$ cat config.mk
export PLATFORM = sky130hd
export DESIGN_NAME = burst_sram_ctrl
export DESIGN_NICKNAME = d
export VERILOG_FILES = /design/src/rtl/sram_burst_pkg.sv /design/src/rtl/sram_wr_decode.sv /design/src/rtl/sram_burst_seq.sv /design/src/rtl/sram_lane_array.sv /design/src/rtl/burst_sram_ctrl.sv
export SDC_FILE = /design/constraint.sdc
export NUM_CORES = 1
export LEC_CHECK = 0
export BUFFER_PORTS_ARGS = -buffer_cell sky130_fd_sc_hd__buf_2
export CORE_UTILIZATION = 55
export CTS_CLUSTER_SIZE = 16
export DETAILED_ROUTE_END_ITERATION = 7
export HOLD_SLACK_MARGIN = 0.15
export PLACE_DENSITY = 0.77
export SLEW_MARGIN = 25
export SYNTH_ARGS = -nofsm -noshare
export SYNTH_HDL_FRONTEND = slang
export SYNTH_SLANG_ARGS = --single-unit
$ cat constraint.sdc
create_clock -name clk -period 4.3 [get_ports clk]
set_clock_uncertainty 0.05 [all_clocks]
set_input_delay 0.43 -clock clk [delete_from_list [all_inputs] [get_ports clk]]
set_output_delay 0.43 -clock clk [all_outputs]
set_load 0.005 [all_outputs]
$ cat src/rtl/sram_burst_pkg.sv
package sram_burst_pkg;
  // What a rising edge does to the burst state.
  typedef enum logic [1:0] {
    EDGE_IDLE  = 2'd0,
    EDGE_LOAD  = 2'd1,
    EDGE_CONT  = 2'd2,
    EDGE_DESEL = 2'd3
  } edge_kind_t;
endpackage

$ cat src/rtl/sram_wr_decode.sv
module sram_wr_decode #(
  parameter int LANES = 2
) (
  input  logic             write_all_n,
  input  logic             lane_gate_n,
  input  logic [LANES-1:0] lane_en_n,
  output logic [LANES-1:0] lane_we,
  output logic             any_we
);
  // The global write overrides the gated per-lane selects.
  for (genvar g = 0; g < LANES; g++) begin : g_lane
    assign lane_we[g] = !write_all_n || (!lane_gate_n && !lane_en_n[g]);
  end
  assign any_we = |lane_we;
endmodule

$ cat src/rtl/sram_burst_seq.sv
module sram_burst_seq #(
  parameter int ADDR_W     = 6,
  parameter int BURST_BITS = 2
) (
  input  logic              clk,
  input  logic              rst,
  input  logic              load,
  input  logic [ADDR_W-1:0] load_addr,
  input  logic              step,
  input  logic              linear,
  output logic [ADDR_W-1:0] cur_addr,
  output logic [ADDR_W-1:0] nxt_addr
);
  localparam int HI_W = ADDR_W - BURST_BITS;

  logic [HI_W-1:0]       hi_q;
  logic [BURST_BITS-1:0] base_q;
  logic [BURST_BITS-1:0] cnt_q;
  logic [BURST_BITS-1:0] cnt_nxt;

  function automatic logic [BURST_BITS-1:0] beat_lo(
    input logic [BURST_BITS-1:0] b,
    input logic [BURST_BITS-1:0] c,
    input logic lin);
    return lin ? (b + c) : (b ^ c);
  endfunction

  assign cnt_nxt  = cnt_q + 1'b1;
  assign cur_addr = {hi_q, beat_lo(base_q, cnt_q, linear)};
  assign nxt_addr = {hi_q, beat_lo(base_q, cnt_nxt, linear)};

  always_ff @(posedge clk) begin
    if (rst) begin
      hi_q   <= '0;
      base_q <= '0;
      cnt_q  <= '0;
    end else if (load) begin
      hi_q   <= load_addr[ADDR_W-1:BURST_BITS];
      base_q <= load_addr[BURST_BITS-1:0];
      cnt_q  <= '0;
    end else if (step) begin
      cnt_q  <= cnt_nxt;
    end
  end

  AST_UPPER_HOLD: assert property (@(posedge clk) disable iff (rst)
    (step && !load) |=> (cur_addr[ADDR_W-1:BURST_BITS] == $past(cur_addr[ADDR_W-1:BURST_BITS])));
endmodule

$ cat src/rtl/sram_lane_array.sv
module sram_lane_array #(
  parameter int ADDR_W = 6,
  parameter int LANES  = 2,
  parameter int LANE_W = 9
) (
  input  logic                    clk,
  input  logic [LANES-1:0]        lane_we,
  input  logic                    rd_en,
  input  logic [ADDR_W-1:0]       addr,
  input  logic [LANES*LANE_W-1:0] wdata,
  output logic [LANES*LANE_W-1:0] rdata
);
  localparam int DEPTH = 1 << ADDR_W;

  // One inferable RAM per lane: byte write, synchronous read.
  for (genvar g = 0; g < LANES; g++) begin : g_lane
    logic [LANE_W-1:0] mem [DEPTH];
    logic [LANE_W-1:0] rd_q;
    always_ff @(posedge clk) begin
      if (lane_we[g]) mem[addr] <= wdata[g*LANE_W +: LANE_W];
      if (rd_en)      rd_q      <= mem[addr];
    end
    assign rdata[g*LANE_W +: LANE_W] = rd_q;
  end
endmodule

$ cat src/rtl/burst_sram_ctrl.sv
module burst_sram_ctrl
  import sram_burst_pkg::*;
#(
  parameter int ADDR_W     = 6,
  parameter int LANES      = 2,
  parameter int LANE_W     = 9,
  parameter int BURST_BITS = 2
) (
  input  logic                    clk,
  input  logic                    rst,
  input  logic [ADDR_W-1:0]       addr,
  input  logic                    proc_strobe_n,
  input  logic                    ctrl_strobe_n,
  input  logic                    master_sel_n,
  input  logic                    aux_sel,
  input  logic                    burst_step_n,
  input  logic                    linear_mode,
  input  logic                    write_all_n,
  input  logic                    lane_gate_n,
  input  logic [LANES-1:0]        lane_en_n,
  input  logic [LANES*LANE_W-1:0] wdata,
  input  logic                    out_en_n,
  input  logic                    flow_thru_n,
  input  logic                    snooze,
  output logic [LANES*LANE_W-1:0] rdata,
  output logic                    rdata_vld
);
  localparam int DATA_W = LANES * LANE_W;

  logic              active_q, vld1_q, vld2_q, wr_hide_q;
  logic [DATA_W-1:0] out_q, ram_q, sel_data;
  logic              proc_go, ctrl_go, sel_ok, sel_vld;
  edge_kind_t        kind;
  logic [LANES-1:0]  lane_we, mem_we;
  logic              any_we, wr_beat, rd_beat, step;
  logic [ADDR_W-1:0] cur_addr, nxt_addr, eff_addr;

  // Edge classification: processor strobe is blocked by the master enable,
  // controller strobe needs the processor strobe high.
  always_comb begin
    proc_go = !snooze && !proc_strobe_n && !master_sel_n;
    ctrl_go = !snooze && proc_strobe_n && !ctrl_strobe_n;
    sel_ok  = proc_go ? aux_sel : (!master_sel_n && aux_sel);
    kind    = EDGE_IDLE;
    if (proc_go || ctrl_go)
      kind = sel_ok ? EDGE_LOAD : EDGE_DESEL;
    else if (!snooze && proc_strobe_n && ctrl_strobe_n && active_q)
      kind = EDGE_CONT;
  end

  sram_wr_decode #(.LANES(LANES)) u_dec (
    .write_all_n (write_all_n),
    .lane_gate_n (lane_gate_n),
    .lane_en_n   (lane_en_n),
    .lane_we     (lane_we),
    .any_we      (any_we)
  );

  // Write enables are ignored on a processor-strobe load.
  assign wr_beat  = any_we && (((kind == EDGE_LOAD) && !proc_go) || (kind == EDGE_CONT));
  assign rd_beat  = ((kind == EDGE_LOAD) || (kind == EDGE_CONT)) && !wr_beat;
  assign step     = (kind == EDGE_CONT) && !burst_step_n;
  assign eff_addr = (kind == EDGE_LOAD) ? addr : (step ? nxt_addr : cur_addr);
  assign mem_we   = wr_beat ? lane_we : '0;

  sram_burst_seq #(.ADDR_W(ADDR_W), .BURST_BITS(BURST_BITS)) u_seq (
    .clk       (clk),
    .rst       (rst),
    .load      (kind == EDGE_LOAD),
    .load_addr (addr),
    .step      (step),
    .linear    (linear_mode),
    .cur_addr  (cur_addr),
    .nxt_addr  (nxt_addr)
  );

  sram_lane_array #(.ADDR_W(ADDR_W), .LANES(LANES), .LANE_W(LANE_W)) u_ram (
    .clk     (clk),
    .lane_we (mem_we),
    .rd_en   (rd_beat),
    .addr    (eff_addr),
    .wdata   (wdata),
    .rdata   (ram_q)
  );

  always_ff @(posedge clk) begin
    if (rst) begin
      active_q  <= 1'b0;
      vld1_q    <= 1'b0;
      vld2_q    <= 1'b0;
      out_q     <= '0;
      wr_hide_q <= 1'b0;
    end else begin
      wr_hide_q <= wr_beat;
      out_q     <= ram_q;
      vld2_q    <= vld1_q && !snooze;
      case (kind)
        EDGE_LOAD: begin
          active_q <= 1'b1;
          vld1_q   <= rd_beat;
        end
        EDGE_CONT:  vld1_q <= rd_beat;
        EDGE_DESEL: begin
          active_q <= 1'b0;
          vld1_q   <= 1'b0;
        end
        default: if (snooze) vld1_q <= 1'b0;
      endcase
    end
  end

  // Output selection and tristate-style qualification.
  assign sel_data  = flow_thru_n ? out_q  : ram_q;
  assign sel_vld   = flow_thru_n ? vld2_q : vld1_q;
  assign rdata_vld = sel_vld && !out_en_n && !snooze && !wr_hide_q;
  assign rdata     = rdata_vld ? sel_data : '0;

  AST_PIPE_FOLLOW: assert property (@(posedge clk) disable iff (rst)
    (vld1_q && !snooze) |=> vld2_q);
  AST_PROC_READS: assert property (@(posedge clk) disable iff (rst)
    ((kind == EDGE_LOAD) && proc_go) |=> vld1_q);
  AST_WRITE_HIDES: assert property (@(posedge clk) disable iff (rst)
    wr_beat |=> !rdata_vld);
  AST_DESEL_ENDS: assert property (@(posedge clk) disable iff (rst)
    (kind == EDGE_DESEL) |=> (!vld1_q && !active_q));
  AST_SNOOZE_SILENT: assert property (@(posedge clk) disable iff (rst)
    snooze |=> (!vld1_q && !rdata_vld));
endmodule

==> impl_results.md <==
- Share of cells above drive strength 1: between 10% and 20%
- Port bufs: 57
- # placed instances: 4,085
- Clock transition at path regs: 70 ps
- Initial Utilization: 55.6%
- Worst min path class: primary input to flip-flop
- Drt initial violations: between 4,000 and 5,000
- Synth warnings: 0
- Post-Layout Cell Count: about 4,300
- CP Launch Type: primary input
- Initial antenna violation count: 9
- Dpl hpwl: a little under 90 mm
- Synth Cell Area: ~0.047 sq mm
- CP max-delay cell: a2111oi_1
- Setup total negative slack: 0 ps
- Async S/R FF share, synth: 0%
- Placed cell area: 0.0499 sq mm
- Via count of the routed design: slightly below 30,000
- CTS root buf: clkbuf_16
- Final #Nets: slightly above 3,000
- Yosys reg bits: 1,200
- Met2 Wirelength: around 59 mm
- Worst EP arrival: 4620 ps
- Pre-CTS setup slack: -283 ps
- Synth Net Count: approximately 2,900
- First-pass iteration count of the detailed router: 8
- Synth Area in Compound Gates: between 10 and 15%
- Met3 wire length: approximately 19 mm
- DIE AREA: 0.0860 sq mm
- Antenna Violating Nets Remaining: 0
- RSZ-0062 raised after global routing: false
- First-pass GRT wire length: ~190 mm
- Post-synthesis area per instance: ~17 sq um
- Relative slew slack: between 20% and 30%
- Chip Height: ~290 microns
- DIE WIDTH: 293 microns
- Synth Area in Adders: 0.0537%
- Io pins: 58
- Simple-gate portion of the synthesized area: under 10%
- # rows: approximately 110
- Final instance area: 0.0538 sq mm
- CTS sink count: around 1,200
- Vias in the first global route: about 28,000
- Fillcell total: approximately 5,700
- Outcome: complete, no violations
- Max Slew Vio Count: 0
- DRT Wirelength: about 130 mm
- Drt via density: slightly below 7
- GRT overflow: 0
- Crit. End Element: flip-flop
- Crit path required time: 4650 ps
- Fin crit share: between 90% and 100%
- Prevailing post-synth register cell: edfxtp_1
- CP top delay family: compound AO/OA/AOI/OAI gates
- WL/cell: around 31 microns
- Mux cell area share after synthesis: under 10%
- Min cycle time layout: 4270 ps
- H-tree level count: 3
- Tot GR Track Use: 30.8%
- Count of flip-flops with a built-in enable after synthesis: 1,170
- DRC viols: 0
- TritonCTS clock tree: built
- Leak: 17.6 nW
- Max VDD drop: approximately 280 uV
- Final Hold Slack: 166 ps
- PD cells: 446 mW/mm^2
- Largest family of logic cells by synthesized area: compound AO/OA/AOI/OAI gates
- CP max stage delay: 750 ps
- Fmax: about 0.23 GHz
- Critical path class: primary input to flip-flop
- Worst Slack Setup Final: between 20 and 30 ps
- Worst path bufs/invs: 4
- Num CTS Buffers: between 100 and 150
- Max Used Layer: met5
- Max clock buf depth: 3
- Sequential share of the synthesized area: approximately three quarters
- Worst slew pin tran: 1100 ps
- Final setup fails: 0
- CP max FO: 20
- Wl on met1: 50.5 mm
- Area Overhead vs Synth: 15.3%
- Largest net degree at the start of global routing: 65
- Cells after synthesis: approximately 2,800
- Synth cell types: 82
- Gpl congestion: a little under 1
- Clk Latency, worst-skew pair: between 600 and 700 ps
- Crit-path most repeated cell: buf_4
- Hold Fails Final Rpt: 0
- Worst path cell trace: dlygate4sd3_1, buf_2, a21oi_2, buf_4, a211oi_1, or2_1, buf_4, a22oi_1, o32ai_1, a2111oi_1, nand4_1, or4_1
- Max cap viols: 0
- CORE AREA: around 0.084 sq mm
- Synth Area in XOR/XNOR: less than 1%
-- cell usage after synthesis, types with 15 or more instances --
cell type	n	share of area, %
a221oi_1	77	1.4
edfxtp_1	1170	75
a32oi_1	16	0.30
dfxtp_1	30	1.3
a2111oi_0	15	0.28
mux2i_1	240	5.2
nor2b_1	21	0.28
nand4_1	22	0.30
nor2_1	173	1.4
a22oi_1	134	2.2
buf_2	65	0.70
or4_1	29	0.47
clkbuf_1	94	0.76
a222oi_1	18	0.39
a22o_1	66	1.2
a21oi_1	40	0.43
nand2_1	127	1.0
a211oi_1	15	0.24
o211a_1	22	0.47
nor3_1	24	0.26
o22ai_1	91	1.2
o21ai_0	38	0.41
buf_1	19	0.15
nand3_1	49	0.53
-- timing repair --
item	4_1_cts	5_1_grt
resized for setup	3	3
pin swaps	1	0
hold buffers	8	0
endpoints found under the hold margin	38	0
buffers inserted	2	0
setup endpoints to repair	2	11
cloned	0	0
-- kinds of logic (layout without fill, tap and decap cells) --
group	Yosys count	count (layout)
AND/OR/NAND/NOR	519	519
adder cells (fa/ha/maj)	2	2
multiplexers	244	244
flip-flops	1200	1200
other	0	8
XOR/XNOR	5	5
buffers and inverters	196	553
AO/OA/AOI/OAI	644	644
-- registers in the layout, summed over array words and instances, names as in the netlist --
register / cells
active_q: 1
out_q: 18
u_ram.g_lane.mem: 1152
u_ram.g_lane.rd_q: 18
u_seq.base_q: 2
u_seq.cnt_q: 2
u_seq.hi_q: 4
vld1_q: 1
vld2_q: 1
wr_hide_q: 1
-- routing by layer --
metal | global-route usage (%) | up-vias
li1 | - | 12000
met1 | 44.2 | 14500
met2 | 45.8 | 2239
met3 | 8.03 | 281
met4 | 11.1 | 6
met5 | 0 | -
-- where the power goes --
part / switching [W] / leakage, nW / internal (W)
registers: 0.0000131 / 10.8 / 0.0128
logic: 0.000769 / 5.03 / 0.000311
clock network: 0.00426 / 1.84 / 0.00580
-- cell type report --
| class | count | area (sq um) | area share [%] |
|---|---|---|---|
| multi-input combinational | 1414 | 10200 | 18.9 |
| timing repair buffer | 341 | 2680 | 4.98 |
| antenna | 8 | 20.0 | 0.0372 |
| inverter | 6 | 22.5 | 0.0419 |
| clock buffer | 126 | 2900 | 5.39 |
| tap | 1134 | 1420 | 2.64 |
| clock inverter | 80 | 838 | 1.56 |
| sequential | 1200 | 35700 | 66.4 |
-- cell usage in the layout (no fill, tap or decap), types with 18 or more instances in the layout --
cell type / Yosys / routed
a221oi_1: 77 / 76
buf_12: 0 / 19
buf_2: 65 / 55
clkbuf_16: 0 / 114
nor2_1: 173 / 171
clkinv_2: 0 / 31
nor2b_1: 21 / 21
a222oi_1: 18 / 18
o21ai_0: 38 / 37
nand4_1: 22 / 22
nand3_1: 49 / 49
dfxtp_1: 30 / 30
a21oi_1: 40 / 40
or4_1: 29 / 29
o211a_1: 22 / 22
clkinv_1: 0 / 18
a22o_1: 66 / 66
o22ai_1: 91 / 91
edfxtp_1: 1170 / 1170
nor3_1: 24 / 20
buf_4: 7 / 259
nand2_1: 127 / 125
a22oi_1: 134 / 134
mux2i_1: 240 / 239
-- stage by stage --
stage | utilization [%] | total power (W)
6_report | 64.2 | 0.0240
5_1_grt | 64.2 | 0.0245
4_1_cts | 64.1 | 0.0240
3_5_place_dp | 59.6 | 0.0141
3_3_place_gp | 59.5 | 0.0141
2_1_floorplan | - | 0.0136
-- path summary, 6_finish.rpt --
check	cells past startpoint	from	slack [ps]	to
setup / recovery	12	snooze	30	u_ram.g_lane[0].rd_q[0]$_DFFE_PP_
hold / removal	2	rst	170	u_seq.base_q[1]$_SDFFE_PP0P_
setup reg to reg	11	u_seq.cnt_q[0]$_SDFFE_PP0N_	50	u_ram.g_lane[0].rd_q[0]$_DFFE_PP_
hold reg to reg	1	u_ram.g_lane[0].rd_q[3]$_DFFE_PP_	440	out_q[3]$_SDFF_PP0_
(Power assumes the default switching activity.)
